<file path="src/rtl/sci_pkg.sv">
package sci_pkg;

    localparam logic [2:0] A_CTRLA = 3'd0;
    localparam logic [2:0] A_CTRLB = 3'd1;
    localparam logic [2:0] A_STAT  = 3'd2;
    localparam logic [2:0] A_DATA  = 3'd3;
    localparam logic [2:0] A_BAUD  = 3'd4;

    localparam int EN_BIT   = 6;
    localparam int TE_BIT   = 3;
    localparam int RE_BIT   = 2;
    localparam int TEMP_BIT = 7;
    localparam int RFUL_BIT = 5;
    localparam int OVR_BIT  = 3;

    typedef enum logic [1:0] {TX_IDLE, TX_START, TX_DATA, TX_STOP} tx_state_t;
    typedef enum logic [1:0] {RX_IDLE, RX_START, RX_DATA, RX_STOP} rx_state_t;

    function automatic logic [3:0] prescale_of(input logic [1:0] sel);
        case (sel)
            2'd0:    prescale_of = 4'd1;
            2'd1:    prescale_of = 4'd3;
            2'd2:    prescale_of = 4'd4;
            default: prescale_of = 4'd13;
        endcase
    endfunction

endpackage

</file>
<file path="src/rtl/sci_baud.sv">
module sci_baud #(
    parameter int OVS      = 16,
    parameter int BASE_DIV = 64
) (
    input  logic       clk,
    input  logic       rst,
    input  logic       en,
    input  logic [1:0] psel,
    input  logic [2:0] rsel,
    output logic       tick
);
    import sci_pkg::*;

    localparam int STEP = BASE_DIV / OVS;
    localparam int MAXP = STEP * 13 * 128;
    localparam int CW   = $clog2(MAXP + 1);

    logic [CW-1:0] period;
    logic [CW-1:0] cnt;

    always_comb begin
        period = CW'(STEP) * (CW'(prescale_of(psel)) << rsel);
        tick   = en && (cnt == period - CW'(1));
    end

    always_ff @(posedge clk) begin
        if (rst || !en)
            cnt <= '0;
        else if (tick)
            cnt <= '0;
        else
            cnt <= cnt + CW'(1);
    end

endmodule

</file>
<file path="src/rtl/sci_tx.sv">
module sci_tx #(
    parameter int OVS = 16
) (
    input  logic       clk,
    input  logic       rst,
    input  logic       en,
    input  logic       tick,
    input  logic       hold_full,
    input  logic [7:0] hold_byte,
    output logic       load,
    output logic       txd
);
    import sci_pkg::*;

    localparam int SW = $clog2(OVS);

    tx_state_t      state, nxt;
    logic [SW-1:0]  sub;
    logic [2:0]     bitn;
    logic [7:0]     sh;
    logic           last_sub;

    assign last_sub = tick && (sub == SW'(OVS - 1));

    always_comb begin
        nxt  = state;
        load = 1'b0;
        unique case (state)
            TX_IDLE:  if (tick && hold_full) begin
                          nxt  = TX_START;
                          load = 1'b1;
                      end
            TX_START: if (last_sub) nxt = TX_DATA;
            TX_DATA:  if (last_sub && bitn == 3'd7) nxt = TX_STOP;
            TX_STOP:  if (last_sub) begin
                          if (hold_full) begin
                              nxt  = TX_START;
                              load = 1'b1;
                          end else begin
                              nxt = TX_IDLE;
                          end
                      end
        endcase
    end

    always_ff @(posedge clk) begin
        if (rst || !en) begin
            state <= TX_IDLE;
            sub   <= '0;
            bitn  <= '0;
            sh    <= 8'hFF;
        end else begin
            state <= nxt;
            if (load) begin
                sh   <= hold_byte;
                sub  <= '0;
                bitn <= '0;
            end else if (tick) begin
                sub <= last_sub ? '0 : sub + SW'(1);
                if (state == TX_DATA && last_sub) begin
                    sh   <= {1'b1, sh[7:1]};
                    bitn <= bitn + 3'd1;
                end
            end
        end
    end

    always_comb begin
        unique case (state)
            TX_START: txd = 1'b0;
            TX_DATA:  txd = sh[0];
            default:  txd = 1'b1;
        endcase
    end

endmodule

</file>
<file path="src/rtl/sci_rx.sv">
module sci_rx #(
    parameter int OVS = 16
) (
    input  logic       clk,
    input  logic       rst,
    input  logic       en,
    input  logic       tick,
    input  logic       rxd,
    output logic       done,
    output logic [7:0] rx_byte
);
    import sci_pkg::*;

    localparam int SW  = $clog2(OVS);
    localparam int MID = OVS / 2;

    rx_state_t      state, nxt;
    logic [SW-1:0]  sub;
    logic [2:0]     bitn;
    logic [7:0]     sh;
    logic           s1, s2;
    logic           last_sub;
    logic           mid_start;

    assign last_sub  = tick && (sub == SW'(OVS - 1));
    assign mid_start = tick && (sub == SW'(MID - 1));

    always_ff @(posedge clk) begin
        if (rst) begin
            s1 <= 1'b1;
            s2 <= 1'b1;
        end else begin
            s1 <= rxd;
            s2 <= s1;
        end
    end

    always_comb begin
        nxt = state;
        unique case (state)
            RX_IDLE:  if (tick && !s2) nxt = RX_START;
            RX_START: if (mid_start) nxt = s2 ? RX_IDLE : RX_DATA;
            RX_DATA:  if (last_sub && bitn == 3'd7) nxt = RX_STOP;
            RX_STOP:  if (last_sub) nxt = RX_IDLE;
        endcase
    end

    always_ff @(posedge clk) begin
        if (rst || !en) begin
            state   <= RX_IDLE;
            sub     <= '0;
            bitn    <= '0;
            sh      <= '0;
            done    <= 1'b0;
            rx_byte <= '0;
        end else begin
            state <= nxt;
            done  <= 1'b0;
            if (tick) begin
                if (state == RX_IDLE || (state == RX_START && mid_start)) begin
                    sub  <= '0;
                    bitn <= '0;
                end else begin
                    sub <= last_sub ? '0 : sub + SW'(1);
                end
            end
            if (state == RX_DATA && last_sub) begin
                sh   <= {s2, sh[7:1]};
                bitn <= bitn + 3'd1;
            end
            if (state == RX_STOP && last_sub && s2) begin
                done    <= 1'b1;
                rx_byte <= sh;
            end
        end
    end

endmodule

</file>
<file path="src/rtl/sci_port.sv">
module sci_port #(
    parameter int OVS      = 16,
    parameter int BASE_DIV = 64
) (
    input  logic       clk,
    input  logic       rst,
    input  logic [2:0] addr,
    input  logic       wr,
    input  logic       rd,
    input  logic [7:0] wr_data,
    output logic [7:0] rd_data,
    input  logic       rxd,
    output logic       txd
);
    import sci_pkg::*;

    logic [7:0] ctrl_a, ctrl_b, baud;
    logic [7:0] hold, rx_data;
    logic       hold_full, rdrf, ovr;
    logic       glob_en, tx_en, rx_en;
    logic       tick, tx_load, rx_done;
    logic [7:0] rx_byte;
    logic       data_wr, data_rd, tx_empty;
    logic [7:0] status;

    assign glob_en  = ctrl_a[EN_BIT];
    assign tx_en    = glob_en && ctrl_b[TE_BIT];
    assign rx_en    = glob_en && ctrl_b[RE_BIT];
    assign data_wr  = wr && (addr == A_DATA) && tx_en;
    assign data_rd  = rd && (addr == A_DATA);
    assign tx_empty = !hold_full;

    always_comb begin
        status           = 8'h00;
        status[TEMP_BIT] = tx_empty;
        status[RFUL_BIT] = rdrf;
        status[OVR_BIT]  = ovr;
    end

    always_ff @(posedge clk) begin
        if (rst) begin
            ctrl_a <= '0;
            ctrl_b <= '0;
            baud   <= '0;
        end else if (wr) begin
            if (addr == A_CTRLA) ctrl_a <= wr_data;
            if (addr == A_CTRLB) ctrl_b <= wr_data;
            if (addr == A_BAUD)  baud   <= wr_data;
        end
    end

    always_ff @(posedge clk) begin
        if (rst || !tx_en) begin
            hold      <= '0;
            hold_full <= 1'b0;
        end else if (data_wr) begin
            hold      <= wr_data;
            hold_full <= 1'b1;
        end else if (tx_load) begin
            hold_full <= 1'b0;
        end
    end

    always_ff @(posedge clk) begin
        if (rst || !rx_en) begin
            rx_data <= '0;
            rdrf    <= 1'b0;
            ovr     <= 1'b0;
        end else begin
            if (rx_done && !rdrf) begin
                rx_data <= rx_byte;
                rdrf    <= 1'b1;
            end else if (data_rd) begin
                rdrf <= 1'b0;
            end
            if (rx_done && rdrf)
                ovr <= 1'b1;
            else if (data_rd)
                ovr <= 1'b0;
        end
    end

    always_ff @(posedge clk) begin
        if (rst) begin
            rd_data <= '0;
        end else if (rd) begin
            case (addr)
                A_CTRLA: rd_data <= ctrl_a;
                A_CTRLB: rd_data <= ctrl_b;
                A_STAT:  rd_data <= status;
                A_DATA:  rd_data <= rx_data;
                A_BAUD:  rd_data <= baud;
                default: rd_data <= 8'h00;
            endcase
        end
    end

    sci_baud #(.OVS(OVS), .BASE_DIV(BASE_DIV)) u_baud (
        .clk(clk), .rst(rst), .en(glob_en),
        .psel(baud[5:4]), .rsel(baud[2:0]), .tick(tick)
    );

    sci_tx #(.OVS(OVS)) u_tx (
        .clk(clk), .rst(rst), .en(tx_en), .tick(tick),
        .hold_full(hold_full), .hold_byte(hold),
        .load(tx_load), .txd(txd)
    );

    sci_rx #(.OVS(OVS)) u_rx (
        .clk(clk), .rst(rst), .en(rx_en), .tick(tick),
        .rxd(rxd), .done(rx_done), .rx_byte(rx_byte)
    );

endmodule

</file>
<file path="config.mk">
export PLATFORM = sky130hd
export DESIGN_NAME = sci_port
export DESIGN_NICKNAME = d
export VERILOG_FILES = /design/src/rtl/sci_pkg.sv /design/src/rtl/sci_baud.sv /design/src/rtl/sci_tx.sv /design/src/rtl/sci_rx.sv /design/src/rtl/sci_port.sv
export SDC_FILE = /design/constraint.sdc
export NUM_CORES = 1
export LEC_CHECK = 0
export BUFFER_PORTS_ARGS = -buffer_cell sky130_fd_sc_hd__buf_2
export CAP_MARGIN = 15
export CORE_ASPECT_RATIO = 0.75
export CORE_UTILIZATION = 40
export DETAILED_ROUTE_END_ITERATION = 12
export HOLD_SLACK_MARGIN = 0.12
export SYNTH_ARGS = -nofsm -noshare
export SYNTH_HDL_FRONTEND = slang
export SYNTH_SLANG_ARGS = --single-unit
</file>
<file path="constraint.sdc">
create_clock -name clk -period 4.9 [get_ports clk]
set_input_delay 0.245 -clock clk [delete_from_list [all_inputs] [get_ports clk]]
set_output_delay 0.245 -clock clk [all_outputs]
set_load 0.01 [all_outputs]
</file>
==> out/metrics.csv <==
stage,metric,value,unit
layout,fillcell total,1292,
power,sequential power share,0.526,
drt,DRT Wirelength,13200,um
sta,sum of negative setup slack,0,ns
power,Pwr Density,290,nW/um^2
sta,slew margin rel.,0.369,
synthesis,Commonest cells post-synth,"nand2_1 (128), dfxtp_1 (109), nor2_1 (61)",
synthesis,Mapped Area,5450,sq um
drt,DR vias,4618,
drt,via/cell ratio,5.51,
place,routability cong.,0.840,
synthesis,largest family of logic cells by synthesized area,simple AND/OR/NAND/NOR gates,
global_routing,largest net degree at the start of global routing,36,
layout,Nets,693,
critical_path,CP max-delay cell,dfxtp_1,
sta,Clock Skews,0.00604,ns
layout,Antenna Cells,0,
die,Die H,103,um
global_routing,GRT Total Usage,0.198,
critical_path,worst path required time,5.18,ns
power,Pint,1.33,mW
synthesis,YS warnings,0,
synthesis,cell taking the most area after synthesis,dfxtp_1,
layout,share of cells above drive strength 1,0.0840,
layout,multi-input logic area,3030,sq um
synthesis,"EDFF count, synth",0,
global_routing,initial antenna violation count,0,
layout,register area,2180,sq um
critical_path,CP arrival,4.41,ns
drt,DRT Pass-1 Iters,5,
place,pre-CTS WS,0.839,ns
critical_path,"Max FO, Critical Path",19,
cts,clock tree buffer depth,2,
sta,unrepaired setup endpoints after global routing,false,
worst_hold_path,Hold Crit Class,primary input to register,
global_routing,gr ovfl total,0,
power,share of total power in the clock network,0.422,
critical_path,CP peak stage delay,0.74,ns
synthesis,sequential fraction of the synthesis area,0.400,
critical_path,most used cell along the critical path,and2_1,
critical_path,WS Path Type,register to register,
die,initial core utilization,0.414,
synthesis,XOR/XNOR Fraction of Synth Area,0.0395,
layout,"Core Util, Final",0.449,
die,die footprint,14100,sq um
global_routing,first-pass GRT wire length,21600,um
critical_path,crit path capture type,register,
power,Peak VDD IR,0.182,mV
cts,CTS tree,done,
synthesis,"count leader, synth",nand2_1,
synthesis,Post-synth ARST share,0,
sta,Max Freq,242,MHz
outcome,status,finished clean,
power,switching pwr,379,uW
global_routing,number of global-route vias before repair,4215,
critical_path,Worst setup SP type,register,
sta,Least-Margin Pin Slew,0.939,ns
drt,antenna-violating nets left,0,
drt,DR WL/cell,15.7,um
cts,Worst-Skew Late Latency,0.35,ns
synthesis,Synth cell types,65,
cts,H-tree depth,3,
cts,CTS Buf Count,9,
sta,Slew Limit Fails,0,
sta,minimum clock period,4.13,ns
synthesis,"Avg Cell Area, Syn",8.16,sq um
critical_path,"Buf+Inv Stages, Crit Path",0,
drt,DRC Markers,0,
synthesis,Syn Nets,697,
critical_path,crit-path cells,"a21oi_1, or3_1, ha_1, xnor2_1, and2_1, a31oi_1, a2111o_1, nor4_4, and2_1, and3_1, mux2i_1",
die,core area,13200,sq um
synthesis,multiplexer area fraction after synthesis,0.0732,
sta,setup violators final,0,
cts,Clock Pin Slew Worst Setup and Hold Paths,0.07,ns
power,fraction of power spent switching nets,0.222,
synthesis,Post-Syn Instances,668,
place,IO buf count,24,
layout,Synth-to-Final Area Change,8.40,%
cts,CTS Sinks,109,
synthesis,Synth Area in Adders,0.0298,
die,I/O pin total,25,
synthesis,Yosys reg bits,109,
synthesis,simple-gate portion of the synthesized area,0.251,
sta,period utilization,0.843,
power,Logic pwr share,0.052,
power,leak pwr,2.06,nW
synthesis,Area contributors post-synth,"dfxtp_1 (40%), nand2_1 (8.8%), mux2i_1 (5.9%)",
drt,drt first-iter violations,380,
flow_run,max-cap violation count,0,
critical_path,"delay-heaviest family, CP",simple AND/OR/NAND/NOR gates,
die,row count,36,
synthesis,Synth Area in Compound Gates,0.163,
cts,Post-CTS Setup Bufs,0,
sta,setup slack after layout,0.771,ns
sta,Final Hold Viols,0,
place,DP HPWL,9490,um
synthesis,Main synth FF type,dfxtp_1,
synthesis,post-synth top area share,0.400,
die,Die Wd,137,um
cts,clock root cell,clkbuf_16,
[worst min-delay path, cell delays in order]
cell and delay [ns]:
buf_2 0.13, nand2_1 0.06, a21oi_1 0.05
[layout by cell type, fill, tap and decap left out, types with 9 or more instances in the layout]
cell | Yosys | routed
buf_2 | 8 | 24
and3_1 | 12 | 12
dfxtp_1 | 109 | 109
and2_1 | 13 | 13
ha_1 | 13 | 13
nand2_1 | 128 | 128
xor2_1 | 12 | 12
clkbuf_16 | 0 | 9
mux2i_1 | 32 | 32
nor2_1 | 61 | 61
o21ai_0 | 28 | 28
xnor2_1 | 10 | 10
nand3_1 | 23 | 23
a21oi_1 | 60 | 60
[what timing repair did]
| item | in CTS | in global routing |
|---|---|---|
| hold buffers | 1 | 0 |
| hold endpoints to repair | 1 | 0 |
| resized for setup | 0 | 0 |
[final timing paths]
check                           slack (ns)                      endpoint  depth (start not counted)                  from
worst max-delay path                  0.77  u_rx.rx_byte[5]$_SDFFE_PP0P_                         11  baud[0]$_SDFFE_PP0P_
worst min-delay path                  0.18        ctrl_a[0]$_SDFFE_PP0P_                          3            wr_data[0]
worst max register to register        0.77  u_rx.rx_byte[5]$_SDFFE_PP0P_                         11  baud[0]$_SDFFE_PP0P_
worst min register to register        0.42            u_rx.s2$_SDFF_PP1_                          1    u_rx.s1$_SDFF_PP1_
[state kept, by name (all words and copies together), names as in the netlist, 8 cells and up, named ones only]
name          flops
ctrl_a            8
u_tx.sh           8
u_baud.cnt       13
u_rx.rx_byte      8
baud              8
hold              8
rd_data           8
ctrl_b            8
u_rx.sh           8
rx_data           8
[final cells by class]
cell class	instances	area share
Clock inverter	2	0.00593
Inverter	8	0.00508
Sequential cell	109	0.369
Multi-Input combinational cell	506	0.513
Tap cell	171	0.0362
Clock buffer	12	0.0417
Timing Repair Buffer	30	0.0284
[routing by layer]
metal	GRT usage	part of all wire
met4	0.0490	0.010
met2	0.291	0.42
met1	0.288	0.53
met5	0	0
met3	0.0506	0.042
[stage by stage]
step	hold slack [ns]	area (sq um)	instances	power, mW
floorplan	0.349	5450	668	0.980
global placement	0.395	5620	823	1.01
detailed placement	0.402	5620	823	1.01
CTS	0.165	5910	838	1.73
global route	0.174	5910	838	1.77
finish	0.181	5910	838	1.71
[cells by family after synthesis]
family / count (synthesis)
AO/OA/AOI/OAI: 141
XOR/XNOR: 23
adder cells (fa/ha/maj): 13
buffers and inverters: 53
flip-flops: 109
multiplexers: 39
AND/OR/NAND/NOR: 290
[power groups by stage]
stage | clock network [mW] | logic, mW | registers [mW]
2_1_floorplan | 0 | 0.0599 | 0.920
3_3_place_gp | 0 | 0.0862 | 0.920
3_5_place_dp | 0 | 0.0873 | 0.921
4_1_cts | 0.737 | 0.0882 | 0.900
5_1_grt | 0.775 | 0.0976 | 0.901
6_report | 0.722 | 0.0887 | 0.900
(Power assumes the default switching activity.)
